**src/rtl/aud_pkg.sv**
```systemverilog
package aud_pkg;
  typedef enum logic [2:0] {
    SEL_LOC_HI = 3'd0,
    SEL_LOC_LO = 3'd1,
    SEL_LEN    = 3'd2,
    SEL_PER    = 3'd3,
    SEL_VOL    = 3'd4
  } cfg_sel_e;

  localparam int VOL_W = 7;
  localparam int VOL_FULL = 64;
endpackage

```
**src/rtl/aud_regs.sv**
```systemverilog
module aud_regs
  import aud_pkg::*;
#(
  parameter int HI_W       = 3,
  parameter int LO_W       = 15,
  parameter int DATA_W     = 16,
  parameter int MIN_PERIOD = 124,
  localparam int ADDR_W    = HI_W + LO_W
) (
  input  logic              clk,
  input  logic              rst_n,
  input  logic              cfg_we,
  input  logic [2:0]        cfg_sel,
  input  logic [DATA_W-1:0] cfg_wdata,
  output logic [ADDR_W-1:0] loc,
  output logic [DATA_W-1:0] len,
  output logic [DATA_W-1:0] per_eff,
  output logic [VOL_W-1:0]  vol_eff
);
  logic [HI_W-1:0]   loc_hi_r;
  logic [LO_W-1:0]   loc_lo_r;
  logic [DATA_W-1:0] len_r;
  logic [DATA_W-1:0] per_r;
  logic [VOL_W-1:0]  vol_r;

  always_ff @(posedge clk or negedge rst_n) begin
    if (!rst_n) begin
      loc_hi_r <= '0;
      loc_lo_r <= '0;
      len_r    <= '0;
      per_r    <= DATA_W'(MIN_PERIOD);
      vol_r    <= '0;
    end else if (cfg_we) begin
      case (cfg_sel)
        SEL_LOC_HI: loc_hi_r <= cfg_wdata[HI_W-1:0];
        SEL_LOC_LO: loc_lo_r <= cfg_wdata[LO_W-1:0];
        SEL_LEN:    len_r    <= cfg_wdata;
        SEL_PER:    per_r    <= cfg_wdata;
        SEL_VOL:    vol_r    <= cfg_wdata[VOL_W-1:0];
        default: ;
      endcase
    end
  end

  assign loc = {loc_hi_r, loc_lo_r};
  assign len = len_r;

  always_comb begin
    if (per_r < DATA_W'(MIN_PERIOD)) per_eff = DATA_W'(MIN_PERIOD);
    else                             per_eff = per_r;
  end

  always_comb begin
    if (vol_r[VOL_W-1]) vol_eff = VOL_W'(VOL_FULL);
    else                vol_eff = {1'b0, vol_r[VOL_W-2:0]};
  end
endmodule

```
**src/rtl/aud_timer.sv**
```systemverilog
module aud_timer #(
  parameter int DATA_W = 16
) (
  input  logic              clk,
  input  logic              rst_n,
  input  logic              run,
  input  logic              start,
  input  logic              tick,
  input  logic [DATA_W-1:0] period,
  output logic              expire
);
  logic [DATA_W-1:0] cnt;
  logic              ran_q;

  always_ff @(posedge clk or negedge rst_n) begin
    if (!rst_n) begin
      cnt    <= '0;
      expire <= 1'b0;
      ran_q  <= 1'b0;
    end else begin
      expire <= 1'b0;
      if (!run) begin
        ran_q <= 1'b0;
      end else if (start) begin
        cnt   <= period;
        ran_q <= 1'b1;
      end else if (tick) begin
        if (cnt <= DATA_W'(1)) begin
          cnt    <= period;
          expire <= 1'b1;
        end else begin
          cnt <= cnt - 1'b1;
        end
      end
    end
  end


  cnt_live_chk: assert property (@(posedge clk) disable iff (!rst_n)
    ran_q |-> (cnt != '0));
endmodule

```
**src/rtl/aud_seq.sv**
```systemverilog
module aud_seq #(
  parameter int ADDR_W = 18,
  parameter int DATA_W = 16
) (
  input  logic              clk,
  input  logic              rst_n,
  input  logic              run,
  input  logic              start,
  input  logic              fetch,
  input  logic [ADDR_W-1:0] loc,
  input  logic [DATA_W-1:0] len,
  input  logic              req_ready,
  output logic              req_valid,
  output logic [ADDR_W-1:0] req_addr,
  output logic              block_done
);
  logic [ADDR_W-1:0] ptr;
  logic [DATA_W-1:0] left;
  logic              accept;

  assign accept   = req_valid && req_ready;
  assign req_addr = ptr;

  always_ff @(posedge clk or negedge rst_n) begin
    if (!rst_n) begin
      ptr        <= '0;
      left       <= '0;
      req_valid  <= 1'b0;
      block_done <= 1'b0;
    end else begin
      block_done <= 1'b0;
      if (!run) begin
        req_valid <= 1'b0;
      end else if (start) begin
        ptr       <= loc;
        left      <= len;
        req_valid <= 1'b1;
      end else begin
        if (accept) begin
          req_valid <= 1'b0;
          if (left <= DATA_W'(1)) begin
            ptr        <= loc;
            left       <= len;
            block_done <= 1'b1;
          end else begin
            ptr  <= ptr + 1'b1;
            left <= left - 1'b1;
          end
        end
        if (fetch) req_valid <= 1'b1;
      end
    end
  end


  req_hold_chk: assert property (@(posedge clk) disable iff (!rst_n)
    (req_valid && !req_ready && run) |=> (req_valid && $stable(req_addr)));


  done_after_accept_chk: assert property (@(posedge clk) disable iff (!rst_n)
    block_done |-> $past(req_valid && req_ready));
endmodule

```
**src/rtl/aud_out.sv**
```systemverilog
module aud_out
  import aud_pkg::*;
#(
  parameter int DATA_W = 16,
  localparam int SAMP_W = DATA_W / 2,
  localparam int OUT_W  = SAMP_W + VOL_W
) (
  input  logic                    clk,
  input  logic                    rst_n,
  input  logic                    run,
  input  logic                    expire,
  input  logic                    rsp_valid,
  input  logic [DATA_W-1:0]       rsp_data,
  input  logic [VOL_W-1:0]        vol_eff,
  output logic signed [OUT_W-1:0] sample_out,
  output logic                    sample_strobe,
  output logic                    fetch
);
  logic [DATA_W-1:0] next_word;
  logic              next_full;
  logic [DATA_W-1:0] play_word;
  logic              on_low;

  function automatic logic signed [OUT_W-1:0] scale(input logic [SAMP_W-1:0] b,
                                                    input logic [VOL_W-1:0] v);
    logic signed [OUT_W:0] p;
    p = $signed({{(OUT_W+1-SAMP_W){b[SAMP_W-1]}}, b}) *
        $signed({{(OUT_W+1-VOL_W){1'b0}}, v});
    return p[OUT_W-1:0];
  endfunction

  always_ff @(posedge clk or negedge rst_n) begin
    if (!rst_n) begin
      next_word     <= '0;
      next_full     <= 1'b0;
      play_word     <= '0;
      on_low        <= 1'b0;
      sample_out    <= '0;
      sample_strobe <= 1'b0;
      fetch         <= 1'b0;
    end else begin
      sample_strobe <= 1'b0;
      fetch         <= 1'b0;
      if (!run) begin
        next_full  <= 1'b0;
        on_low     <= 1'b0;
        sample_out <= '0;
      end else begin
        if (expire) begin
          if (!on_low) begin
            if (next_full) begin
              play_word     <= next_word;
              next_full     <= 1'b0;
              sample_out    <= scale(next_word[DATA_W-1:SAMP_W], vol_eff);
              sample_strobe <= 1'b1;
              on_low        <= 1'b1;
            end
          end else begin
            sample_out    <= scale(play_word[SAMP_W-1:0], vol_eff);
            sample_strobe <= 1'b1;
            on_low        <= 1'b0;
            fetch         <= 1'b1;
          end
        end
        if (rsp_valid) begin
          next_word <= rsp_data;
          next_full <= 1'b1;
        end
      end
    end
  end


  idle_zero_chk: assert property (@(posedge clk) disable iff (!rst_n)
    !run |=> (sample_out == '0));


  strobe_gap_chk: assert property (@(posedge clk) disable iff (!rst_n)
    sample_strobe |=> !sample_strobe);
endmodule

```
**src/rtl/aud_dma_channel.sv**
```systemverilog
module aud_dma_channel
  import aud_pkg::*;
#(
  parameter int HI_W       = 3,
  parameter int LO_W       = 15,
  parameter int DATA_W     = 16,
  parameter int MIN_PERIOD = 124,
  localparam int ADDR_W    = HI_W + LO_W,
  localparam int OUT_W     = DATA_W / 2 + VOL_W
) (
  input  logic                    clk,
  input  logic                    rst_n,
  input  logic                    tick,
  input  logic                    chan_en,
  input  logic                    cfg_we,
  input  logic [2:0]              cfg_sel,
  input  logic [DATA_W-1:0]       cfg_wdata,
  output logic                    mem_req_valid,
  input  logic                    mem_req_ready,
  output logic [ADDR_W-1:0]       mem_req_addr,
  input  logic                    mem_rsp_valid,
  input  logic [DATA_W-1:0]       mem_rsp_data,
  output logic signed [OUT_W-1:0] sample_out,
  output logic                    sample_strobe,
  output logic                    block_done
);
  logic [ADDR_W-1:0] loc;
  logic [DATA_W-1:0] len;
  logic [DATA_W-1:0] per_eff;
  logic [VOL_W-1:0]  vol_eff;
  logic              en_q;
  logic              start;
  logic              expire;
  logic              fetch;

  always_ff @(posedge clk or negedge rst_n) begin
    if (!rst_n) en_q <= 1'b0;
    else        en_q <= chan_en;
  end

  assign start = chan_en && !en_q;

  aud_regs #(
    .HI_W(HI_W), .LO_W(LO_W), .DATA_W(DATA_W), .MIN_PERIOD(MIN_PERIOD)
  ) u_regs (
    .clk(clk), .rst_n(rst_n), .cfg_we(cfg_we), .cfg_sel(cfg_sel),
    .cfg_wdata(cfg_wdata), .loc(loc), .len(len), .per_eff(per_eff),
    .vol_eff(vol_eff)
  );

  aud_timer #(.DATA_W(DATA_W)) u_timer (
    .clk(clk), .rst_n(rst_n), .run(chan_en), .start(start), .tick(tick),
    .period(per_eff), .expire(expire)
  );

  aud_seq #(.ADDR_W(ADDR_W), .DATA_W(DATA_W)) u_seq (
    .clk(clk), .rst_n(rst_n), .run(chan_en), .start(start), .fetch(fetch),
    .loc(loc), .len(len), .req_ready(mem_req_ready), .req_valid(mem_req_valid),
    .req_addr(mem_req_addr), .block_done(block_done)
  );

  aud_out #(.DATA_W(DATA_W)) u_out (
    .clk(clk), .rst_n(rst_n), .run(chan_en), .expire(expire),
    .rsp_valid(mem_rsp_valid), .rsp_data(mem_rsp_data), .vol_eff(vol_eff),
    .sample_out(sample_out), .sample_strobe(sample_strobe), .fetch(fetch)
  );


  start_req_chk: assert property (@(posedge clk) disable iff (!rst_n)
    start |=> (mem_req_valid && mem_req_addr == $past(loc)));
endmodule

```
**config.mk**
```make
export PLATFORM = sky130hd
export DESIGN_NAME = aud_dma_channel
export DESIGN_NICKNAME = d
export VERILOG_FILES = /design/src/rtl/aud_pkg.sv /design/src/rtl/aud_regs.sv /design/src/rtl/aud_timer.sv /design/src/rtl/aud_seq.sv /design/src/rtl/aud_out.sv /design/src/rtl/aud_dma_channel.sv
export SDC_FILE = /design/constraint.sdc
export NUM_CORES = 1
export LEC_CHECK = 0
export BUFFER_PORTS_ARGS = -buffer_cell sky130_fd_sc_hd__buf_2
export CORE_UTILIZATION = 45
export CTS_BUF_LIST = sky130_fd_sc_hd__clkbuf_8
export DETAILED_ROUTE_END_ITERATION = 16
export HOLD_SLACK_MARGIN = 0.02
export PLACE_DENSITY = 0.75
export SYNTH_ARGS = -nofsm -noshare
export SYNTH_HDL_FRONTEND = slang
export SYNTH_SLANG_ARGS = --single-unit
```
**constraint.sdc**
```tcl
create_clock -name clk -period 4.3 [get_ports clk]
set_input_delay 0.215 -clock clk [delete_from_list [all_inputs] [get_ports clk]]
set_output_delay 0.215 -clock clk [all_outputs]
set_load 0.05 [all_outputs]
```
==> out/qor.yml, run 1 <==
global_routing:
  grt_pass1_vias: 9526
  antenna_found_initial: 0
  grt_pass1_wl_mm: 47.1
  grt_max_degree: 94
  grt.overflow.total: 0
  grt_use_total: 0.226
synthesis:
  syn_nets: 1391
  ys.flop_type: "dfrtp_1"
  yosysWarnings: 0
  ys_top_cells_by_area: "dfrtp_1, fa_1, mux2_2"
  avgSynthCellArea_sq_um: 9.79
  synthArstFlopShare: 1.00
  yosysTopAreaCellShare: 0.318
  netlist_area_sq_um: 11700
  yosysUniqueCellTypes: 68
  ys_ff_latch: 154
  synthCells: 1196
  synth_area_leader_cell: "dfrtp_1"
  synth_seq_area_share: 0.330
  synth-edff-count: 0
  yosysMostFrequentCell: "inv_1"
  synthTopCellsByCount: "inv_1, dfrtp_1, and2_1"
timing:
  fmax_mhz: 219
  setup_viol: 7
  relSlewSlack: 0.217
  fin_crit_ns: 4.58
  rsz0062_at_grt: "true"
  slew_viol_final: 0
  whs_ns: 0.0547
  fin_ws_ns: -0.276
  hold_viol_final: 0
  finalSetupTns_ns: -1.47
  finalCritPeriodShare: 1.06
  skew_ns: 0.0369
  worstMarginPinSlew_ns: 1.17
setup_path:
  end_kind: "register"
  start_kind: "register"
  r2r_cells: 19
  critPathMostFrequentCell: "fa_1"
  regToRegSetupSlack_ns: -0.28
  critPathKind: "reg -> reg"
  regToRegStartpoint: "u_regs.vol_r[2]"
  arrival_ns: 4.90
  rr_endpoint: "u_out.sample_out[12]"
  worstPathRequired_ns: 4.63
  path_cells: "nor2b_4 > buf_4 > buf_6 > and2_1 > fa_1 > inv_1 > fa_1 > inv_1 > fa_1 > inv_1 > fa_1 > inv_2 > ha_4 > o211ai_1 > nand2_1 > a41oi_2 > xnor2_2 > a221oi_2 > o21ai_1"
  max_stage_delay_ns: 0.52
  critical_path_peak_fanout: 4
  crit_slowest_cell: "fa_1"
floorplanning:
  die_x_microns: 163
  io-pin-count: 78
  die_y_microns: 163
  core_sq_um: 25300
  initial_utilization: 0.462
  dieArea_sq_um: 26700
  rows: 58
worst_hold_path:
  worstHoldEndpoint: "u_regs.per_r[1]"
  worst_hold_path_type: "in -> reg"
  hold_path_depth: 2
  hp-start: "cfg_wdata[1]"
layout:
  drive_gt1_frac: 0.288
  synthToLayoutAreaGrowth_pct: 23.1
  num_antenna_cells: 0
  layout.nets: 1593
drt:
  first_iter_violations: 559
  drt_wl_total_mm: 29.1
  vias: 9489
  post-route-drc-count: 0
  first_pass_iters: 5
  ant_nets: 0
  via_per_inst: 5.45
  routedWlPerCell_microns: 16.7
cts:
  cts_buffers: 17
  clockRootBuffer: "clkbuf_8"
  cts.clk_slew.worst_paths_ns: 0.13
  cts_tree: "done"
  cts_buffer_depth: 2
  clock_sinks: 154
  clkLatencyLatePin_ns: 0.49
  htree_levels: 4
placed_design:
  portBuffers: 77
  pre_cts_ws_ns: -0.456
  hpwl_mm: 20.6
  gp_congestion: 0.882
power_and_ir_drop:
  static-leakage-power_nw: 6.80
  peakVddDrop_v: 0.000456
  p_per_area_nw_per_um2: 482
run:
  cap_violations: 0
run_status:
  status: "finished, violations left"
  violations: "negative setup slack"
-- worst max-delay path, delay by kind of cell (launching register included) --
| kind | cells | cell delay (ns) |
|---|---|---|
| buffers and inverters | 6 | 0.48 |
| flip-flops | 1 | 0.42 |
| XOR/XNOR | 1 | 0.13 |
| adder cells (fa/ha/maj) | 5 | 2.17 |
| AO/OA/AOI/OAI | 4 | 0.78 |
| AND/OR/NAND/NOR | 3 | 0.43 |
-- timing repair --
action	in CTS	in global routing
pin swaps	50	14
resized for setup	54	25
cloned	2	0
setup endpoints to repair	8	9
hold buffers	30	0
setup buffers	17	5
endpoints found under the hold margin	137	0
-- flip-flops by register name, indices dropped and copies added, names as in the netlist --
name / cells
u_seq.req_addr: 18
u_out.next_word: 16
u_regs.len: 16
u_regs.per_r: 16
u_seq.left: 16
u_timer.cnt: 16
u_out.sample_out: 15
u_regs.loc_lo_r: 15
u_out.play_word: 8
u_regs.vol_r: 7
u_regs.loc_hi_r: 3
en_q: 1
u_out.fetch: 1
u_out.next_full: 1
u_out.on_low: 1
u_out.sample_strobe: 1
u_seq.block_done: 1
u_seq.req_valid: 1
u_timer.expire: 1
-- power breakdown --
| part | total, mW | leakage [nW] | switching, mW | internal [mW] |
|---|---|---|---|---|
| combinational | 3.68 | 4.71 | 1.94 | 1.75 |
| sequential | 2.07 | 1.88 | 0.318 | 1.75 |
| clock | 1.19 | 0.208 | 0.735 | 0.457 |
| total | 6.95 | 6.80 | 2.99 | 3.96 |
-- logic make-up after synthesis --
group                      count (synthesis)  synth area share
AOI/OAI and AO/OA                        230             0.122
xor gates and xnor gates                  26            0.0195
and+or+nand+nor                          338             0.152
DFF                                      154             0.330
muxes                                     93            0.0883
buffers and inverters                    202            0.0688
adders and majority gates                153             0.220
-- routing by layer --
| layer | global-route usage | share of wire | wire length (microns) | up-vias |
|---|---|---|---|---|
| met1 | 0.301 | 0.45 | 13000 | 4707 |
| met3 | 0.0315 | 0.045 | 1320 | 48 |
| met4 | 0.0841 | 0.022 | 650 | 0 |
| met5 | 0 | 0 | 0 | - |
| met2 | 0.372 | 0.49 | 14100 | 306 |
| li1 | - | - | - | 4428 |
-- cell usage in the layout (no fill, tap or decap), types with 7 or more instances in the layout --
cell           instances
a21oi_1               70
fa_1                  83
mux2_2                82
and3_1                 9
nor3_1                16
a31oi_1                7
inv_1                152
xor2_1                 8
ha_1                  50
nor2b_1               10
ha_4                  13
nand2_2                7
and2_4                 8
mux2i_1               11
nand4_1                9
xnor2_1               15
nor2_1                59
a21oi_2                7
inv_2                  9
buf_2                 76
buf_4                107
o21a_1                 8
clkbuf_8              17
dlygate4sd3_1         30
dfrtp_1              149
and2_1                84
nand2_1               65
nand3_1               29
o21ai_0               38
o21ai_1               36
-- area by class of cell --
cell class	instances	area (sq um)
clock buffer	17	234
clock inverter	15	188
fill	2054	10900
inverter	161	604
multi-input combinational	842	7500
sequential	154	3860
tap	330	413
timing repair buffer	222	1610
-- worst max-delay path by stage --
stage,from,end,slack (ns),cells past startpoint
floorplan,u_regs.vol_r[6],u_out.sample_out[11],-0.06,18
global placement,u_regs.vol_r[6],u_out.sample_out[14],-0.38,18
detailed placement,u_regs.vol_r[6],u_out.sample_out[14],-0.46,18
CTS,u_regs.vol_r[6],u_out.sample_out[14],-0.18,19
global route,u_regs.vol_r[2],u_out.sample_out[12],-0.38,19
finish,u_regs.vol_r[2],u_out.sample_out[12],-0.28,19
-- per-stage QoR --
| step | cells | total power [mW] | cell area, sq um | util |
|---|---|---|---|---|
| global route | 1741 | 7.48 | 14400 | 0.569 |
| floorplan | 1196 | 4.30 | 11900 | - |
| CTS | 1736 | 6.72 | 14300 | 0.564 |
| detailed placement | 1657 | 5.32 | 13200 | 0.521 |
| finish | 1741 | 6.95 | 14400 | 0.569 |
| global placement | 1657 | 5.20 | 13200 | 0.521 |
Note: power is estimated with default switching activity, not from simulation.
==> run 2, diff against run 1 <==
PLACE_DENSITY = 0.72   (was 0.75)
clock period = 5 ns   (was 4.3 ns; I/O delays follow)
==> run 2 against run 1 <==
  * The flow now finishes without violations
  * Total power down 25%
  * Sequential power down 14%
  * Count of clock-buffer cells in the layout unchanged
  * Core utilization down 4.9 points
  * Global-route usage down 0.76 points
  * Routed wire length down 6.6%
  * Clock skew down 0.0067 ns
  * Die area unchanged
  * Via count down 6.6%
  * Clock power down 13%
  * Non-clock buffer count down 102
  * Register-to-register slack better by 0.48 ns
==> out/qor.yml, run 2 (same netlist as run 1, synthesis figures left out) <==
global_routing:
  grt_pass1_wl_mm: 45.5  # -3.3%
  grt_use_total: 0.218  # -0.00764
  grt.overflow.total: 0  # unchanged
  antenna_found_initial: 1  # +1
  grt_max_degree: 98  # +4.3%
  grt_pass1_vias: 9007  # -5.4%
cts:
  postCtsSetupBuffers: 0  # -17
  cts_tree: "done"
  clock_sinks: 154  # unchanged
  cts.clk_slew.worst_paths_ns: 0.13  # about the same
  clockRootBuffer: "clkbuf_8"
  htree_levels: 4  # unchanged
  clkLatencyLatePin_ns: 0.49  # about the same
  cts_buffers: 17  # unchanged
  cts_buffer_depth: 2  # unchanged
setup_path:
  path_buf_inv: 4  # -2
  path_delay_family: "adder cells"
  max_stage_delay_ns: 0.55  # +0.03 ns
  end_kind: "register"
  crit_slowest_cell: "fa_1"
  worstPathRequired_ns: 5.33  # +0.70 ns
  start_kind: "register"
  critPathMostFrequentCell: "fa_1"
  critPathKind: "reg -> reg"
  arrival_ns: 5.12  # +0.22 ns
  path_cells: "nor2b_1 > buf_12 > nand2_1 > fa_1 > inv_1 > fa_1 > fa_1 > inv_1 > fa_1 > inv_1 > ha_1 > nor4_1 > o21ai_1 > a41oi_1 > xnor2_1 > a221oi_1 > o21ai_0"
  critical_path_peak_fanout: 16  # +12
drt:
  drt_wl_total_mm: 27.2  # -6.6%
  first_pass_iters: 5  # unchanged
  vias: 8860  # -6.6%
  ant_nets: 0  # unchanged
  post-route-drc-count: 0  # unchanged
  via_per_inst: 5.41  # -0.76%
  first_iter_violations: 568  # +1.6%
  routedWlPerCell_microns: 16.6  # -0.76%
power_and_ir_drop:
  static-leakage-power_nw: 6.23  # -8.5%
  switching_share: 0.445  # +0.0144
  pwr-share-clk: 0.199  # +0.027
  p_switching_mw: 2.32  # -22%
  combPwrFrac: 0.460  # -0.070
  peakVddDrop_v: 0.000284  # -38%
  power.internal_mw: 2.90  # -27%
  p_per_area_nw_per_um2: 397  # -18%
  p_seq_frac: 0.341  # +0.043
  power_mw: 5.23  # -25%
timing:
  whs_ns: 0.0480  # -0.00669 ns
  fmax_mhz: 209  # -4.6%
  skew_ns: 0.0302  # -0.00669 ns
  fin_crit_ns: 4.79  # +0.219 ns
  rsz0062_at_grt: "false"
  hold_viol_final: 0  # unchanged
  fin_ws_ns: 0.205  # +0.481 ns
  relSlewSlack: 0.192  # -0.0248
  slew_viol_final: 0  # unchanged
  setup_viol: 0  # -7
  finalCritPeriodShare: 0.959  # -0.105
  worstMarginPinSlew_ns: 1.21  # +0.0371 ns
  finalSetupTns_ns: 0  # +1.47 ns
layout:
  finalNonFillerCells: 1638  # -5.9%
  drive_gt1_frac: 0.181  # -0.107
  largest_register_ffs: 18  # unchanged
  synthToLayoutAreaGrowth_pct: 12.5
  layout_commonest_cell: "inv_1"
  fillCellCount: 2266  # +10%
  layout.nets: 1489  # -6.5%
  seqCellArea_sq_um: 3860  # about the same
  layout_common_cells: "inv_1, dfrtp_1, and2_1"
  multiInputGateArea_sq_um: 7050  # -6.0%
placed_design:
  place.detailed.instances: 1582  # -4.5%
  hpwl_mm: 19.7  # -4.2%
  pre_cts_ws_ns: 0.0436  # +0.500 ns
  portBuffers: 77  # unchanged
  gp_congestion: 0.925  # +4.9%
floorplanning:
  die_y_microns: 163  # unchanged
  core_sq_um: 25300  # unchanged
  initial_utilization: 0.462  # unchanged
  die_x_microns: 163  # unchanged
  io-pin-count: 78  # unchanged
  rows: 58  # unchanged
  dieArea_sq_um: 26700  # unchanged
run_status:
  status: "finished, final reports clean"
run:
  cap_violations: 0  # unchanged
worst_hold_path:
  worst_hold_path_type: "in -> reg"
## run 2: final cells by class
cell class,instances,area share
diodes,1,0.000190
clock buffers,17,0.0178
clock inverters,15,0.0159
inverters,161,0.0459
multi-input cells,840,0.535
flip-flops and latches,154,0.293
well taps,330,0.0313
repair buffers,120,0.0605
## run 2: final timing paths
check / start / to / slack (ns) / cells after the start
hold reg to reg: u_out.sample_out[1] / u_out.sample_out[1] / 0.49 / 2
hold / removal: cfg_wdata[7] / u_regs.per_r[7] / 0.05 / 2
setup reg to reg: u_regs.vol_r[6] / u_out.sample_out[12] / 0.21 / 17
setup / recovery: u_regs.vol_r[6] / u_out.sample_out[12] / 0.21 / 17
min in group asynchronous: rst_n / u_regs.per_r[13] / 0.40 / 2
max in group asynchronous: rst_n / u_regs.vol_r[6] / 3.53 / 3
## run 2: per-layer routing
metal,up-vias,share of wire,global-route usage
li1,4207,-,-
met1,4412,0.45,0.285
met2,200,0.49,0.365
met3,41,0.038,0.0363
met4,0,0.025,0.0726
met5,-,0,0
## run 2: metrics by stage
stage | utilization | cell area (sq um)
5_1_grt | 0.520 | 13200
3_3_place_gp | 0.493 | 12500
4_1_cts | 0.519 | 13100
6_report | 0.520 | 13200
2_1_floorplan | - | 11700
3_5_place_dp | 0.493 | 12500
## run 2: power groups by stage
stage                     combinational [mW]  sequential, mW  clock [mW]
after floorplan                         1.66            1.89           0
after global placement                  2.33            1.79           0
after detailed placement                2.38            1.80           0
after CTS                               2.41            1.78        1.06
after global routing                    2.70            1.83        1.11
final                                   2.40            1.78        1.04
## run 2: repair_timing
item / CTS / global route
hold endpoints to repair: 114 / 3
endpoints found under the setup margin: 0 / 5
gates resized for setup: 0 / 4
hold buffers: 20 / 3
